<file path="src/rtl/sirq_pkg.sv">
package sirq_pkg;
  localparam int unsigned CNT_W = 8;
  localparam logic [15:0] DEC_MASK = 16'hF007;
  localparam logic [15:0] A_ACK    = 16'hC002;
  localparam logic [15:0] A_ARM    = 16'hC003;
  localparam logic [15:0] A_RELOAD = 16'hC005;
  localparam logic [15:0] A_SCRAM  = 16'hC006;

  // Stored reload value derived from the written byte and the scramble register
  function automatic logic [CNT_W-1:0] scramble(input logic [CNT_W-1:0] d,
                                                input logic [CNT_W-1:0] s);
    if (s[CNT_W-1]) return d ^ (s | {{(CNT_W-1){1'b0}}, 1'b1});
    else            return d | (s & 8'h27);
  endfunction

  // Saturating step toward zero
  function automatic logic [CNT_W-1:0] step_down(input logic [CNT_W-1:0] c);
    return (c == '0) ? '0 : c - 1'b1;
  endfunction
endpackage

</file>
<file path="src/rtl/sirq_ctrl.sv">
module sirq_ctrl
  import sirq_pkg::*;
#(
  parameter bit OFFSET_EN = 1'b1
) (
  input  logic             clk,
  input  logic             rst_n,
  input  logic             wr_en,
  input  logic [15:0]      wr_addr,
  input  logic [CNT_W-1:0] wr_data,
  output logic             ack_o,
  output logic             preset_set_o,
  output logic             en_next_o,
  output logic [CNT_W-1:0] reload_next_o
);
  logic [15:0]      dec;
  logic             arm_w, reload_w, scram_w;
  logic             en_q;
  logic [CNT_W-1:0] reload_q, scram_q;

  assign dec      = wr_addr & DEC_MASK;
  assign ack_o    = wr_en && (dec == A_ACK);
  assign arm_w    = wr_en && (dec == A_ARM);
  assign reload_w = wr_en && (dec == A_RELOAD);
  assign scram_w  = wr_en && (dec == A_SCRAM);

  assign preset_set_o  = arm_w | reload_w;
  assign en_next_o     = ack_o ? 1'b0 : (arm_w ? 1'b1 : en_q);
  assign reload_next_o = reload_w ? scramble(wr_data, scram_q) : reload_q;

  always_ff @(posedge clk) begin
    if (!rst_n) begin
      en_q     <= 1'b0;
      reload_q <= '0;
    end else begin
      en_q     <= en_next_o;
      reload_q <= reload_next_o;
    end
  end

  generate
    if (OFFSET_EN) begin : g_scram
      always_ff @(posedge clk) begin
        if (!rst_n)       scram_q <= '0;
        else if (scram_w) scram_q <= wr_data;
      end
    end else begin : g_noscram
      always_ff @(posedge clk) scram_q <= '0;
    end
  endgenerate

  a_r5_arm_enables: assert property (@(posedge clk) disable iff (!rst_n)
    arm_w |=> en_q);
  a_r4_ack_disables: assert property (@(posedge clk) disable iff (!rst_n)
    ack_o |=> !en_q);
  a_r7_scram_only_on_write: assert property (@(posedge clk) disable iff (!rst_n)
    !scram_w |=> $stable(scram_q));
endmodule

</file>
<file path="src/rtl/sirq_counter.sv">
module sirq_counter
  import sirq_pkg::*;
(
  input  logic             clk,
  input  logic             rst_n,
  input  logic             qual,
  input  logic             preset_set,
  input  logic [CNT_W-1:0] reload_next,
  output logic             zero_evt
);
  logic [CNT_W-1:0] cnt_q, base, cnt_n;
  logic             preset_q, preset_eff;

  assign preset_eff = preset_set | preset_q;
  assign base       = preset_eff ? reload_next : cnt_q;
  assign cnt_n      = step_down(base);
  assign zero_evt   = qual && (cnt_n == '0);

  always_ff @(posedge clk) begin
    if (!rst_n) begin
      cnt_q    <= '0;
      preset_q <= 1'b0;
    end else if (qual) begin
      cnt_q    <= cnt_n;
      preset_q <= 1'b0;
    end else if (preset_set) begin
      preset_q <= 1'b1;
    end
  end

  a_r1_hold_when_idle: assert property (@(posedge clk) disable iff (!rst_n)
    !qual |=> $stable(cnt_q));
  a_r2_decrement: assert property (@(posedge clk) disable iff (!rst_n)
    (qual && !preset_eff && cnt_q != '0) |=> cnt_q == $past(cnt_q) - 1'b1);
  a_r2_preset_consumed: assert property (@(posedge clk) disable iff (!rst_n)
    qual |=> !preset_q);
endmodule

</file>
<file path="src/rtl/sirq_irq_flag.sv">
module sirq_irq_flag (
  input  logic clk,
  input  logic rst_n,
  input  logic ack,
  input  logic fire,
  output logic irq
);
  always_ff @(posedge clk) begin
    if (!rst_n)    irq <= 1'b0;
    else if (ack)  irq <= 1'b0;
    else if (fire) irq <= 1'b1;
  end

  a_r4_ack_clears: assert property (@(posedge clk) disable iff (!rst_n)
    ack |=> !irq);
  a_r9_sticky: assert property (@(posedge clk) disable iff (!rst_n)
    (irq && !ack) |=> irq);
endmodule

</file>
<file path="src/rtl/scanline_irq_unit.sv">
module scanline_irq_unit
  import sirq_pkg::*;
#(
  parameter bit          OFFSET_EN = 1'b1,
  parameter int unsigned LINE_W    = 9,
  parameter int unsigned LAST_LINE = 239
) (
  input  logic              clk,
  input  logic              rst_n,
  input  logic              wr_en,
  input  logic [15:0]       wr_addr,
  input  logic [7:0]        wr_data,
  input  logic              line_tick,
  input  logic [LINE_W-1:0] line_num,
  input  logic              render_en,
  output logic              irq
);
  localparam logic [LINE_W-1:0] LAST = LINE_W'(LAST_LINE);

  logic             ack, preset_set, en_next, zero_evt, line_qual, fire;
  logic [CNT_W-1:0] reload_next;

  assign line_qual = line_tick && render_en && (line_num <= LAST);
  assign fire      = zero_evt && en_next;

  sirq_ctrl #(.OFFSET_EN(OFFSET_EN)) u_ctrl (
    .clk(clk), .rst_n(rst_n), .wr_en(wr_en), .wr_addr(wr_addr),
    .wr_data(wr_data), .ack_o(ack), .preset_set_o(preset_set),
    .en_next_o(en_next), .reload_next_o(reload_next));

  sirq_counter u_cnt (
    .clk(clk), .rst_n(rst_n), .qual(line_qual), .preset_set(preset_set),
    .reload_next(reload_next), .zero_evt(zero_evt));

  sirq_irq_flag u_flag (
    .clk(clk), .rst_n(rst_n), .ack(ack), .fire(fire), .irq(irq));

  a_r3_rise_has_cause: assert property (@(posedge clk) disable iff (!rst_n)
    $rose(irq) |-> $past(line_qual && en_next));
  a_r1_no_rise_off_screen: assert property (@(posedge clk) disable iff (!rst_n)
    (!line_qual && !irq) |=> !irq);
endmodule

</file>
<file path="config.mk">
export PLATFORM = sky130hd
export DESIGN_NAME = scanline_irq_unit
export DESIGN_NICKNAME = d
export VERILOG_FILES = /design/src/rtl/sirq_pkg.sv /design/src/rtl/sirq_ctrl.sv /design/src/rtl/sirq_counter.sv /design/src/rtl/sirq_irq_flag.sv /design/src/rtl/scanline_irq_unit.sv
export SDC_FILE = /design/constraint.sdc
export NUM_CORES = 1
export LEC_CHECK = 0
export ABC_AREA = 1
export CAP_MARGIN = 20
export CORE_MARGIN = 2
export CORE_UTILIZATION = 52
export CTS_BUF_LIST = sky130_fd_sc_hd__clkbuf_2 sky130_fd_sc_hd__clkbuf_4 sky130_fd_sc_hd__clkbuf_8
export DETAILED_ROUTE_END_ITERATION = 8
export GPL_ROUTABILITY_DRIVEN = 0
export GPL_TIMING_DRIVEN = 0
export PLACE_DENSITY = 0.92
export SLEW_MARGIN = 20
export SYNTH_ARGS = -nofsm -noshare
export SYNTH_HDL_FRONTEND = slang
export SYNTH_SLANG_ARGS = --single-unit
</file>
<file path="constraint.sdc">
create_clock -name clk -period 2.8 [get_ports clk]
set_input_delay 0.42 -clock clk [delete_from_list [all_inputs] [get_ports clk]]
set_output_delay 0.42 -clock clk [all_outputs]
set_load 0.03 [all_outputs]
</file>
# Word-level counts from Yosys, hierarchy flattened
# Index checks and enable logic that the tools add are counted.
# word_totals
inputBits,38
output_inout_bits,1
regBits,27
wordCells,35
# classes
reduce_logical,12
eq_ne,4
add_sub_neg,1
magnitude_cmp,1
n_mux,6
bitwise,5
# ops
operator,n
$mux 8,4
$eq 7x7->1 const B,4
$logic_not 8->1,2
$le 9x8->1 const B,1
$logic_and 1x1->1,8
$or 8x6->8,1
$sub 8x1->8 const B,1
$xor 8x8->8,1
$reduce_or 2->1,2
$mux 1,2
$or 1x1->1,2
$not 1->1,1

# Logic depth before layout (Yosys ltp)
# Gate-level depths: netlist (run 1).
# depth
ltp_word,10
depth_mapped,19
mapped_depth_nobuf,18

# By module
# From an unflattened synthesis (run 1), not the netlist that was laid out.
# hier_totals
cells_unflattened,312
area_unflattened_um2,1889.3
# modules_own_cells
module,area_each_um2,n_inst,cells_per_inst,seq_area_each_um2
sirq_ctrl,1042.2,1,169,340.3
sirq_counter,780.7,1,130,180.2
sirq_irq_flag,35.0,1,5,20.0
scanline_irq_unit,31.3,1,8,0.0

# Worst setup path before layout (run 1)
# OpenSTA, ideal clock, no wires.
# synth_path
path_kind,input-to-reg
from,in wr_addr[14]
to,reg u_flag.irq
arrival_time_ns,2.065
slack_ns,0.665
path_stages,18
required_ns,2.730
setup_time_ns,0.070
cell_sequence,nand2_1 -> nor2_1 -> nand3_4 -> buf_4 -> nand2_1 -> nand2_1 -> nand2_1 -> nand2_1 -> ha_1 -> inv_1 -> nor2_1 -> nand2_1 -> nand2_1 -> nand2_1 -> nand3_1 -> nor2_1 -> nand3_1 -> a21oi_1
# synth_via
elab_chain_len,10
# synth_rtl
item,line,source
start: declaration,scanline_irq_unit.sv:11,"input logic [15:0] wr_addr,"
"$eq 7x7->1, on equally long branches","sirq_ctrl.sv:23, sirq_ctrl.sv:24",
"$logic_and 1x1->1, on equally long branches","sirq_ctrl.sv:23, sirq_ctrl.sv:24",
$or 1x1->1,sirq_ctrl.sv:27,assign preset_set_o = arm_w | reload_w;
$or 1x1->1,sirq_counter.sv:14,assign preset_eff = preset_set | preset_q;
$mux 8,sirq_counter.sv:15,assign base = preset_eff ? reload_next : cnt_q;
$sub 8x1->8 or $logic_not 8->1 (tied branches),sirq_pkg.sv:18,return (c == '0) ? '0 : c - 1'b1;
$mux 8,sirq_pkg.sv:18,
$logic_not 8->1,sirq_counter.sv:17,assign zero_evt = qual && (cnt_n == '0);
$logic_and 1x1->1,sirq_counter.sv:17,
$logic_and 1x1->1,scanline_irq_unit.sv:24,assign fire = zero_evt && en_next;
end signal: assignment,sirq_irq_flag.sv:9,if (!rst_n) irq <= 1'b0;
end signal: assignment,sirq_irq_flag.sv:10,else if (ack) irq <= 1'b0;
end signal: assignment,sirq_irq_flag.sv:11,else if (fire) irq <= 1'b1;
end: declaration,sirq_irq_flag.sv:6,output logic irq
# Parallel ways exist; a longest one is shown, timed or not.
# A chain may end at the register's enable or synchronous reset.

# Worst setup path in the final report (run 1)
# layout_path
from,in wr_addr[12]
to,reg u_flag.irq
# Same word-level chain as after synthesis.

==> summary.md, run 1 <==
| Metric | Value |
|---|---|
| Status | finished, final reports clean |
| Relative slew slack | between 60% and 70% |
| Switching Share | 32.33% |
| Post-synth EDFFs | 0 |
| Vias | 1,734 |
| Vias in the first global route | 1,585 |
| FF-to-FF setup slack | approximately 0.61 ns |
| DIE WIDTH | ~61 microns |
| GRT Total Usage | a little under a quarter |
| Netlist cell types | 28 |
| CP cell instances | clkdlybuf4s50_1 > nor3b_2 > nand2_2 > nand3_2 > buf_6 > nand2_1 > nand2_2 > ha_1 > nand2_1 > nor2_2 > nand2_2 > o21ai_1 > nand2_1 > nor2_1 > nand3_1 > a21oi_1 |
| GR Overflow Total | 0 |
| Largest net degree at the start of global routing | 16 |
| Starting density of the core | a little under three fifths |
| Final WL | 3.761 mm |
| Yosys Warn Count | 0 |
| Net Sw Power | 0.2581 mW |
| Top cell type's share of synthesized area | 31.56% |
| Min-Delay Endpoint | u_flag.irq |
| DRT iter0 DRCs | 94 |
| Fraction of registers with async set/reset | 0% |
| Fmax | 391.3 MHz |
| CTS H-tree depth | 1 |
| Fin. max-slew vios | 0 |
| CP max-delay cell | clkdlybuf4s50_1 |
| Initial antenna violation count | 0 |
| Sequential share of the synthesized area | roughly a third |
| Worst setup EP type | flip-flop |
| Min-delay worst type | reg -> reg |
| IO Count | 39 |
| Crit path time final | 2.556 ns |
| Maxcap violations | 0 |
| Ranking of synthesized cells by area | dfxtp_1, nand2_1, inv_1 |
| CTS Buffer Depth | 2 |
| Mapped Nets | ~310 |
| CP bufs+invs | 2 |
| Setup TNS | 0 ns |
| Crit path kind | in -> reg |
| Setup violations, final | 0 |
| WHS Path Cells | 2 |
| Fin worst setup slack | 0.2442 ns |
| Initial DRT Pass Iterations | 5 |
| R2r endpoint | u_flag.irq |
| Skew final | 0.002627 ns |
| ANT cells | 0 |
| Synthesized instance count | 269 |
| CTS root buf | clkbuf_4 |
| Reg2reg path depth | 16 |
| Final Hold Viols | 0 |
| Global-route wire length before repair | 6.630 mm |
| Worst-path fanout max | 10 |
| Clock group share of total power | 22.0% |
| Sink Count | 27 |
| Worst-skew pair later-pin latency | 0.33 ns |
| CP Launch Type | input port |
| Post-place setup slack | -0.1329 ns |
| Count leader, synth | nand2_1 |
| Antenna Nets Post-Route | 0 |
| Pwr Density | 386.5 nW/um^2 |
| Clock transition at path regs | about 0.15 ns |
| Least-Margin Pin Slew | 0.4560 ns |
| #FFs+latches synth | 27 |
| Syn Std Cell Area | 1713 sq um |
| Reg power frac | 49.4% |
| Rows | 20 |
| Total Die Area | 3769 sq um |
| Final #Nets | 344 |
| Die Span Y | 61.40 microns |
| Total power | between 0.7 and 0.8 mW |
| Ratio of cells with drive above 1 in the final layout | 9.000% |
| Pint | approximately 0.54 mW |
| Crit-path max cell delay | 0.54 ns |
| Placed wire-length estimate | 2.874 mm |
| Area growth, synth to finish | 20.60% |
| Final Util | 66.57% |
| Worst vdd ir | between 0.0002 and 0.0003 V |
| Worst Hold Launch | u_flag.irq |
| Post-route DRC | 0 |
| Post-synth top flop | dfxtp_1 |
| Mean Syn Cell Area | between 6 and 7 sq um |
| CTS tree | built |
| Crit path DAT | 2.84 ns |
| Avg WL per Cell | 10.93 microns |
| Synth area leader | dfxtp_1 |
| R2R Path Start | u_ctrl.scram_q[1] |
| Vias per cell | 5.041 |
| Leakage power | 0.9588 nW |
| Required time of the critical path | between 3 and 4 ns |
| Core Region | between 3000 and 4000 sq um |
| Combinational share of power | 28.6% |
| Synth cell count leaders | nand2_1, inv_1, dfxtp_1, nand3_1, nor2_1 |
| RSZ-0062 raised after global routing | no |
| CTS buffer count | 3 |
| Final critical-path share of the clock period | 91.28% |
| Fillers | 294 |
| Number of buffers added on ports | 25 |
| CP delay by family, top | simple AND/OR/NAND/NOR gates |
-- cell usage in the layout, fill, tap and decap left out, types with 2 or more instances in the layout --
cell / netlist / routed
nand3_1: 27 / 27
a21oi_1: 12 / 12
nand2_1: 79 / 78
nand2_2: 7 / 8
inv_1: 43 / 43
o22ai_1: 5 / 5
dfxtp_1: 27 / 27
nor2_2: 4 / 5
ha_1: 5 / 5
clkdlybuf4s50_1: 0 / 25
o21ai_1: 2 / 2
nor2_1: 22 / 21
buf_4: 1 / 3
clkbuf_4: 0 / 3
xor2_1: 2 / 2
o21ai_0: 11 / 11
nand4_1: 8 / 8
clkbuf_1: 2 / 2
-- sequential cells by signal, indices dropped and copies added (netlist names) --
signal / cells
u_cnt.cnt_q: 8
u_ctrl.reload_q: 8
u_ctrl.scram_q: 8
u_cnt.preset_q: 1
u_ctrl.en_q: 1
u_flag.irq: 1
-- area by class of cell --
class                   instances  area, sq um  area share [%]
clock buffers                   3        22.52           1.090
repair buffers                 27        265.3           12.84
clock inverters                 1        5.005          0.2423
flip-flops and latches         27        540.5           26.17
inverters                      43        161.4           7.813
multi-input cells             194        984.7           47.67
plain buffers                   5        31.28           1.514
well taps                      44        55.05           2.665
-- layer usage --
| metal | wire length (microns) | vias up | track usage [%] |
|---|---|---|---|
| met5 | 0 | - | 0 |
| met4 | 75 | 0 | 8.207 |
| met3 | 224 | 7 | 1.261 |
| met2 | 1715 | 58 | 38.75 |
| met1 | 1747 | 744 | 32.08 |
| li1 | - | 925 | - |
-- through the flow --
step / hold WS (ns) / area, sq um / instances
floorplan: 0.4287 / 1713 / 269
global placement: 0.4375 / 2018 / 338
detailed placement: 0.4386 / 2018 / 338
CTS: 0.4593 / 2046 / 342
global route: 0.4826 / 2066 / 344
finish: 0.4543 / 2066 / 344
-- cells by family after synthesis --
logic type	count (synthesis)	share of synthesized area, %
buffers and inverters	48	11.25
and+or+nand+nor	154	41.93
xor gates and xnor gates	3	1.534
AOI/OAI and AO/OA	32	10.08
DFF	27	31.56
adders and majority gates	5	3.652
-- worst max path at each step --
stage | from | endpoint | slack (ns) | depth (start not counted)
after floorplan | wr_addr[14] | u_flag.irq | 0.67 | 18
after global placement | wr_addr[12] | u_flag.irq | -0.10 | 16
after detailed placement | wr_addr[12] | u_flag.irq | -0.13 | 16
after CTS | wr_addr[12] | u_flag.irq | 0.23 | 16
after global routing | wr_addr[1] | u_flag.irq | 0.03 | 19
final | wr_addr[12] | u_flag.irq | 0.24 | 16
-- worst reg2reg max path: stages, from the launching register on --
cell	delay (ns)
dfxtp_1	0.33
inv_1	0.04
ha_1	0.26
o21ai_0	0.18
nand3_1	0.10
nand2_1	0.10
nand2_1	0.07
nand2_2	0.09
ha_1	0.15
nand2_1	0.06
nor2_2	0.11
nand2_2	0.13
o21ai_1	0.12
nand2_1	0.08
nor2_1	0.12
nand3_1	0.08
a21oi_1	0.11
-- power groups by stage --
stage,registers (mW),clock network [mW],logic [mW]
after detailed placement,0.403,0,0.222
after global routing,0.396,0.195,0.259
after floorplan,0.402,0,0.152
final,0.394,0.176,0.228
after CTS,0.394,0.182,0.223
after global placement,0.402,0,0.216
-- repair_timing --
item | 4_1_cts | 5_1_grt
endpoints found under the setup margin | 0 | 1
setup buffers | 0 | 2
gates resized for setup | 0 | 2
hold buffers | 0 | 0
Note: power is estimated with default switching activity, not from simulation.
==> run 2, diff against run 1 <==
--- a/config.mk
+++ b/config.mk
@@ -13,7 +13,7 @@
 export DETAILED_ROUTE_END_ITERATION = 8
 export GPL_ROUTABILITY_DRIVEN = 0
 export GPL_TIMING_DRIVEN = 0
-export PLACE_DENSITY = 0.92
+export PLACE_DENSITY = 0.86
 export SLEW_MARGIN = 20
 export SYNTH_ARGS = -nofsm -noshare
 export SYNTH_HDL_FRONTEND = slang
==> run 2 against run 1 <==
- combinational power is essentially flat
- critical path depth is the same
- worst setup slack gained 0.042 ns
- via count grew 1.1%
- total power grew 1.9%
- largest power group unchanged
- design area shrank 0.18%
- clock-buffer cell count is the same
- register-to-register slack is essentially flat
- clock power grew 7%
- flip-flop and latch count is the same
==> summary.md, run 2 (synthesis gave the netlist of run 1 again) <==
| Metric | Value |
|---|---|
| Net Sw Power | 0.2687 mW (was 0.2581 mW) |
| Commonest non-fill, non-tap cell in the layout | nand2_1 (unchanged) |
| Least-Margin Pin Slew | 0.4582 ns (was 0.4560 ns) |
| Required time of the critical path | 3.09 ns (was 3.08 ns) |
| Crit path time final | 2.514 ns (was 2.556 ns) |
| Commonest cells after routing, fill and taps aside | nand2_1, inv_1, nand3_1, dfxtp_1, clkdlybuf4s50_1 (unchanged) |
| Rows | 20 (unchanged) |
| DRT iter0 DRCs | 70 (was 94) |
| Final Util | 66.45% (was 66.57%) |
| Initial DRT Pass Iterations | 4 (was 5) |
| Antenna Nets Post-Route | 0 (unchanged) |
| Final critical-path share of the clock period | 89.79% (was 91.28%) |
| CTS root buf | clkbuf_4 (unchanged) |
| Total power | 0.8132 mW (was 0.7984 mW) |
| Worst setup EP type | flip-flop (unchanged) |
| Clock group share of total power | 23.3% (was 22.0%) |
| Min-delay worst type | reg -> reg (unchanged) |
| Switching Share | 33.04% (was 32.33%) |
| Final #Nets | 343 (was 344) |
| Placed wire-length estimate | 2.975 mm (was 2.874 mm) |
| Crit path kind | in -> reg (unchanged) |
| Maxcap violations | 0 (unchanged) |
| FF-to-FF setup slack | 0.61 ns (about the same) |
| Starting density of the core | 55.20% (unchanged) |
| Clock transition at path regs | 0.16 ns (was 0.15 ns) |
| Worst-skew pair later-pin latency | 0.35 ns (was 0.33 ns) |
| Final Hold Viols | 0 (unchanged) |
| RSZ-0062 raised after global routing | no (unchanged) |
| CP Launch Type | input port (unchanged) |
| GR Util met1 | 29.88% (was 32.08%) |
| Leakage power | 0.9541 nW (was 0.9588 nW) |
| Largest registers | u_cnt.cnt_q x8, u_ctrl.reload_q x8, u_ctrl.scram_q x8 (unchanged) |
| Post-place setup slack | -0.1691 ns (was -0.1329 ns) |
| DIE WIDTH | 61.40 microns (unchanged) |
| Vias | 1,753 (was 1,734) |
| Total Die Area | 3769 sq um (unchanged) |
| Fin worst setup slack | 0.2858 ns (was 0.2442 ns) |
| CTS H-tree depth | 1 (unchanged) |
| CTS Buffer Depth | 2 (unchanged) |
| Initial antenna violation count | 0 (unchanged) |
| Crit-path max cell delay | 0.53 ns (was 0.54 ns) |
| Crit path DAT | 2.81 ns (was 2.84 ns) |
| Die Span Y | 61.40 microns (unchanged) |
| CP cell instances | clkdlybuf4s50_1 > nor3b_2 > nand2_2 > nand3_2 > buf_6 > nand2_1 > nand2_2 > ha_1 > nand2_1 > nor2_2 > nand2_2 > o21ai_1 > nand2_1 > nor2_1 > nand3_1 > a21oi_1 (unchanged) |
| GR Overflow Total | 0 (unchanged) |
| GR Util met2 | 41.03% (was 38.75%) |
| Final WL | 3.940 mm (was 3.761 mm) |
| Status | finished, final reports clean (unchanged) |
| Global-route wire length before repair | 6.672 mm (was 6.630 mm) |
| IO Count | 39 (unchanged) |
| Largest net degree at the start of global routing | 18 (was 16) |
| Fin. max-slew vios | 0 (unchanged) |
| Post-route DRC | 0 (unchanged) |
| Pint | 0.5445 mW (was 0.5402 mW) |
| Avg WL per Cell | 11.49 microns (was 10.93 microns) |
| Combinational share of power | 28.2% (was 28.6%) |
| Worst vdd ir | 0.0002658 V (was 0.0002708 V) |
| Fmax | 397.7 MHz (was 391.3 MHz) |
| Reg power frac | 48.5% (was 49.4%) |
| Skew final | 0.002710 ns (was 0.002627 ns) |
| CP max-delay cell | clkdlybuf4s50_1 (unchanged) |
| Most Used Layer, Global Route | met2 (unchanged) |
| Ratio of cells with drive above 1 in the final layout | 8.696% (was 9.000%) |
| CTS Hold Bufs | 0 (unchanged) |
| CTS tree | built (unchanged) |
| Placement-stage cell area | 2018 sq um (unchanged) |
| Sink Count | 27 (unchanged) |
| Relative slew slack | 69.45% (was 69.60%) |
| Area growth, synth to finish | 20.38% (was 20.60%) |
| GRT Total Usage | 23.42% (was 23.24%) |
| Core Region | 3103 sq um (unchanged) |
| Vias in the first global route | 1,617 (was 1,585) |
| Pwr Density | 394.4 nW/um^2 (was 386.5 nW/um^2) |
| Number of buffers added on ports | 25 (unchanged) |
| ANT cells | 0 (unchanged) |
| Vias per cell | 5.111 (was 5.041) |
| CTS buffer count | 3 (unchanged) |
| Met3 Use GR | 2.731% (was 1.261%) |
| Fillers | 308 (was 294) |
| Worst-path fanout max | 10 (unchanged) |
| Finished layout cell area | 2062 sq um (was 2066 sq um) |
| Setup violations, final | 0 (unchanged) |
run 2: changes by cell type in the layout (fill, tap and decap cells not counted):
| cell | delta |
|---|---|
| buf_4 | -1 |
| inv_6 | +1 |
| clkinv_2 | -1 |
run 2: cell type report:
class	count	area, sq um	area share (%)
inverters	43	161.4	7.828
clock inverters	1	8.758	0.4248
well taps	44	55.05	2.670
plain buffers	5	31.28	1.517
clock buffers	3	22.52	1.092
flip-flops and latches	27	540.5	26.21
multi-input cells	194	984.7	47.75
repair buffers	26	257.7	12.50
run 2: layer usage:
layer | wire length (microns) | vias up
li1 | - | 920
met1 | 1838 | 787
met2 | 1865 | 39
met3 | 159 | 7
met4 | 76 | 0
met5 | 0 | -
run 2: path summary, 6_finish.rpt:
check                          from    endpoint  cells after the start
setup / recovery        wr_addr[12]  u_flag.irq                     16
hold / removal           u_flag.irq  u_flag.irq                      2
hold reg to reg          u_flag.irq  u_flag.irq                      2
setup reg to reg  u_ctrl.scram_q[1]  u_flag.irq                     16
run 2: worst max-delay path: cells and delay by family:
family	cells	cell delay [ns]
buf+inv	2	0.67
simple gates	11	1.32
compound gates	2	0.25
fa+ha+maj	1	0.15
run 2: stage by stage:
step                setup TNS, ns  hold WS (ns)  instances
floorplan                       0        0.4287        269
global placement         -0.08363        0.4352        338
detailed placement        -0.3070        0.4422        338
CTS                             0        0.4597        342
global route                    0        0.4813        343
finish                          0        0.4592        343
run 2: repair_timing:
item / CTS / global route
resized for setup: 0 / 2
buffers inserted: 0 / 1
endpoints found under the setup margin: 0 / 1
run 2: power by group through the flow:
stage / Combinational (mW) / Sequential, mW / Clock (mW)
after floorplan: 0.152 / 0.402 / 0
after global placement: 0.217 / 0.402 / 0
after detailed placement: 0.222 / 0.403 / 0
after CTS: 0.226 / 0.395 / 0.191
after global routing: 0.259 / 0.396 / 0.206
final: 0.229 / 0.395 / 0.189
==> run 3, diff against run 2 <==
--- a/config.mk
+++ b/config.mk
@@ -5,15 +5,13 @@
 export SDC_FILE = /design/constraint.sdc
 export NUM_CORES = 1
 export LEC_CHECK = 0
-export ABC_AREA = 1
 export CAP_MARGIN = 20
 export CORE_MARGIN = 2
-export CORE_UTILIZATION = 52
+export CORE_UTILIZATION = 53
 export CTS_BUF_LIST = sky130_fd_sc_hd__clkbuf_2 sky130_fd_sc_hd__clkbuf_4 sky130_fd_sc_hd__clkbuf_8
 export DETAILED_ROUTE_END_ITERATION = 8
 export GPL_ROUTABILITY_DRIVEN = 0
-export GPL_TIMING_DRIVEN = 0
-export PLACE_DENSITY = 0.86
+export PLACE_DENSITY = 0.87
 export SLEW_MARGIN = 20
 export SYNTH_ARGS = -nofsm -noshare
 export SYNTH_HDL_FRONTEND = slang
==> run 3 against run 2 <==
- total power down 4.3%
- design area up 10%
- wire length up 9.6%
- first-iteration DRC count down 5.7%
- synthesized cell count down 22%
- core utilization up 2.4 points
- critical path type unchanged
- flip-flop and latch count unchanged
- final cell count down 14%
- worst setup slack worse by 0.17 ns
- die area up 3.6%
- non-clock buffer count up 14
- critical path depth down 4
==> summary.md, run 3 <==
| Metric | Value |
|---|---|
| Required time of the critical path | 3.08 ns (was 3.09 ns) |
| Initial antenna violation count | 0 (unchanged) |
| CP Launch Type | input port (unchanged) |
| CTS Buffer Depth | 2 (unchanged) |
| Crit-path max cell delay | 0.62 ns (was 0.53 ns) |
| Yosys Warn Count | 0 (unchanged) |
| R2R Path Start | u_ctrl.scram_q[1] (unchanged) |
| Avg WL per Cell | 14.64 microns (was 11.49 microns) |
| Commonest non-fill, non-tap cell in the layout | dfxtp_1 (was nand2_1) |
| Initial DRT Pass Iterations | 4 (unchanged) |
| Final WL | 4.320 mm (was 3.940 mm) |
| Largest net degree at the start of global routing | 27 (was 18) |
| Post-place setup slack | -0.2032 ns (was -0.1691 ns) |
| Min-delay worst type | reg -> reg (unchanged) |
| Fin worst setup slack | 0.1114 ns (was 0.2858 ns) |
| Final Hold Viols | 0 (unchanged) |
| Final #Nets | 293 (was 343) |
| Worst vdd ir | 0.0001824 V (was 0.0002658 V) |
| Fin. max-slew vios | 0 (unchanged) |
| Netlist cell types | 55 (was 28) |
| IO Count | 39 (unchanged) |
| Vias | 1,722 (was 1,753) |
| Synth cell count leaders | dfxtp_1, mux2i_1, nor2b_1 (was nand2_1, inv_1, dfxtp_1, nand3_1, nor2_1) |
| Synth area leader | dfxtp_1 (unchanged) |
| CP max-delay cell | clkdlybuf4s50_1 (unchanged) |
| Fraction of registers with async set/reset | 0% (unchanged) |
| Post-synth EDFFs | 0 (unchanged) |
| CP cell instances | clkdlybuf4s50_1 > and4bb_2 > nand2_2 > mux2i_1 > nor2_1 > a21oi_2 > ha_2 > inv_1 > a2111o_1 > xnor2_1 > nand3_1 > a21boi_1 (was clkdlybuf4s50_1 > nor3b_2 > nand2_2 > nand3_2 > buf_6 > nand2_1 > nand2_2 > ha_1 > nand2_1 > nor2_2 > nand2_2 > o21ai_1 > nand2_1 > nor2_1 > nand3_1 > a21oi_1) |
| Fmax | 371.9 MHz (was 397.7 MHz) |
| FF-to-FF setup slack | 0.38 ns (was 0.61 ns) |
| Mean Syn Cell Area | 8.639 sq um (was 6.368 sq um) |
| Largest registers | u_cnt.cnt_q x8, u_ctrl.reload_q x8, u_ctrl.scram_q x8 (unchanged) |
| CTS Hold Bufs | 0 (unchanged) |
| Crit path kind | in -> reg (unchanged) |
| Pwr Density | 341.5 nW/um^2 (was 394.4 nW/um^2) |
| Core Region | 3311 sq um (was 3103 sq um) |
| GR Overflow Total | 0 (unchanged) |
| CTS H-tree depth | 1 (unchanged) |
| Setup violations, final | 0 (unchanged) |
| Relative slew slack | 61.41% (was 69.45%) |
| Sink Count | 27 (unchanged) |
| Global-route wire length before repair | 7.383 mm (was 6.672 mm) |
| Critical Path Source | wr_addr[0] (was wr_addr[12]) |
| ANT cells | 0 (unchanged) |
| CTS buffer count | 3 (unchanged) |
| Post-synth top flop | dfxtp_1 (unchanged) |
| CTS root buf | clkbuf_4 (unchanged) |
| Die Span Y | 62.51 microns (was 61.40 microns) |
| Worst-path fanout max | 6 (was 10) |
| CTS tree | built (unchanged) |
| Worst setup EP type | flip-flop (unchanged) |
| Rows | 21 (was 20) |
| Mapped Nets | 253 (was 312) |
| Worst-skew pair later-pin latency | 0.34 ns (was 0.35 ns) |
| #FFs+latches synth | 27 (unchanged) |
| Starting density of the core | 54.80% (was 55.20%) |
| Crit path DAT | 2.97 ns (was 2.81 ns) |
| Area growth, synth to finish | 25.59% (was 20.38%) |
| Worst Hold Launch | u_cnt.cnt_q[0] (was u_flag.irq) |
| Vias per cell | 5.837 (was 5.111) |
| Status | finished, final reports clean (unchanged) |
| Total Die Area | 3907 sq um (was 3769 sq um) |
| GRT Total Usage | 23.08% (was 23.42%) |
| Final critical-path share of the clock period | 96.02% (was 89.79%) |
| Placed wire-length estimate | 3.194 mm (was 2.975 mm) |
| Number of buffers added on ports | 25 (unchanged) |
| Fillers | 275 (was 308) |
| Crit path time final | 2.689 ns (was 2.514 ns) |
| Syn Std Cell Area | 1814 sq um (was 1713 sq um) |
| Total power | 0.7780 mW (was 0.8132 mW) |
| Clock transition at path regs | 0.15 ns (was 0.16 ns) |
| DRT iter0 DRCs | 66 (was 70) |
| Antenna Nets Post-Route | 0 (unchanged) |
| Top cell type's share of synthesized area | 29.79% (was 31.56%) |
| Least-Margin Pin Slew | 0.5698 ns (was 0.4582 ns) |
| Leakage power | 0.8831 nW (was 0.9541 nW) |
| Maxcap violations | 0 (unchanged) |
| Sequential share of the synthesized area | 29.79% (was 31.56%) |
| Synthesized instance count | 210 (was 269) |
| Commonest cells after routing, fill and taps aside | dfxtp_1, clkdlybuf4s50_1, buf_4 (was nand2_1, inv_1, nand3_1, dfxtp_1, clkdlybuf4s50_1) |
| Post-route DRC | 0 (unchanged) |
| Vias in the first global route | 1,718 (was 1,617) |
| Ranking of synthesized cells by area | dfxtp_1, mux2i_1, nor2b_1 (was dfxtp_1, nand2_1, inv_1) |
| Skew final | 0.004202 ns (was 0.002710 ns) |
| DIE WIDTH | 62.51 microns (was 61.40 microns) |
| Ratio of cells with drive above 1 in the final layout | 14.86% (was 8.696%) |
| Count leader, synth | dfxtp_1 (was nand2_1) |
## run 3: changes by cell type after synthesis, moves of 11 or more
cell | previous run | this run
mux2i_1 | 0 | 15
inv_1 | 43 | 9
nand3_1 | 27 | 4
nor2b_1 | 0 | 15
nand2_1 | 79 | 13
nor2_1 | 22 | 11
## run 3: metrics by stage
stage | hold slack (ns) | instances | area (sq um) | utilization, % | setup TNS, ns
detailed placement | 0.4651 | 291 | 2211 | 66.78 | -1.283
floorplan | 0.4413 | 210 | 1814 | - | 0
global placement | 0.4641 | 291 | 2211 | 66.78 | -0.9328
global route | 0.5385 | 295 | 2278 | 68.82 | -0.1123
CTS | 0.4854 | 295 | 2241 | 67.69 | 0
finish | 0.4850 | 295 | 2278 | 68.82 | 0
## run 3: per-layer routing
layer  vias up  GRT usage (%)  wire, microns
met5         -              0              0
met4         0          11.11            129
met3        13          3.423            198
met2        46          38.71           2041
met1       815          29.01           1951
li1        848              -              -
## run 3: cell families after synthesis
group,count (synthesis),synth area share (%)
flops,27,29.79
simple gates,83,27.38
buf+inv,19,5.241
fa+ha+maj,5,3.448
compound gates,50,20.28
mux,17,9.517
xor+xnor,9,4.345
## run 3: report_power, final
part / total, mW / switching [mW] / internal, mW
combinational: 0.192 / 0.0917 / 0.0999
sequential: 0.397 / 0.00602 / 0.391
clock: 0.190 / 0.124 / 0.0658
## run 3: worst max-delay path, delay by kind of cell
kind / cells / cell delay (ns)
muxes: 1 / 0.28
adders and majority gates: 1 / 0.21
buffers and inverters: 2 / 0.70
AOI/OAI and AO/OA: 3 / 0.67
and+or+nand+nor: 4 / 0.56
xor gates and xnor gates: 1 / 0.14
## run 3: layout make-up
cell class	instances	area [sq um]	share of cell area, %
flip-flops and latches	27	540.5	23.72
multi-input cells	164	1211	53.16
well taps	46	57.56	2.526
clock buffers	4	30.03	1.318
inverters	9	33.78	1.483
repair buffers	45	405.4	17.79
## run 3: path summary, 6_finish.rpt
path                          to  depth (start not counted)
setup reg to reg  u_cnt.cnt_q[4]                         13
hold reg to reg   u_cnt.cnt_q[0]                          2
hold / removal    u_cnt.cnt_q[0]                          2
setup / recovery  u_cnt.cnt_q[4]                         12
## run 3: what timing repair did
action / 4_1_cts / 5_1_grt
setup buffers: 0 / 0
endpoints found under the setup margin: 0 / 8
hold endpoints to repair: 0 / 0
gates resized for setup: 0 / 10
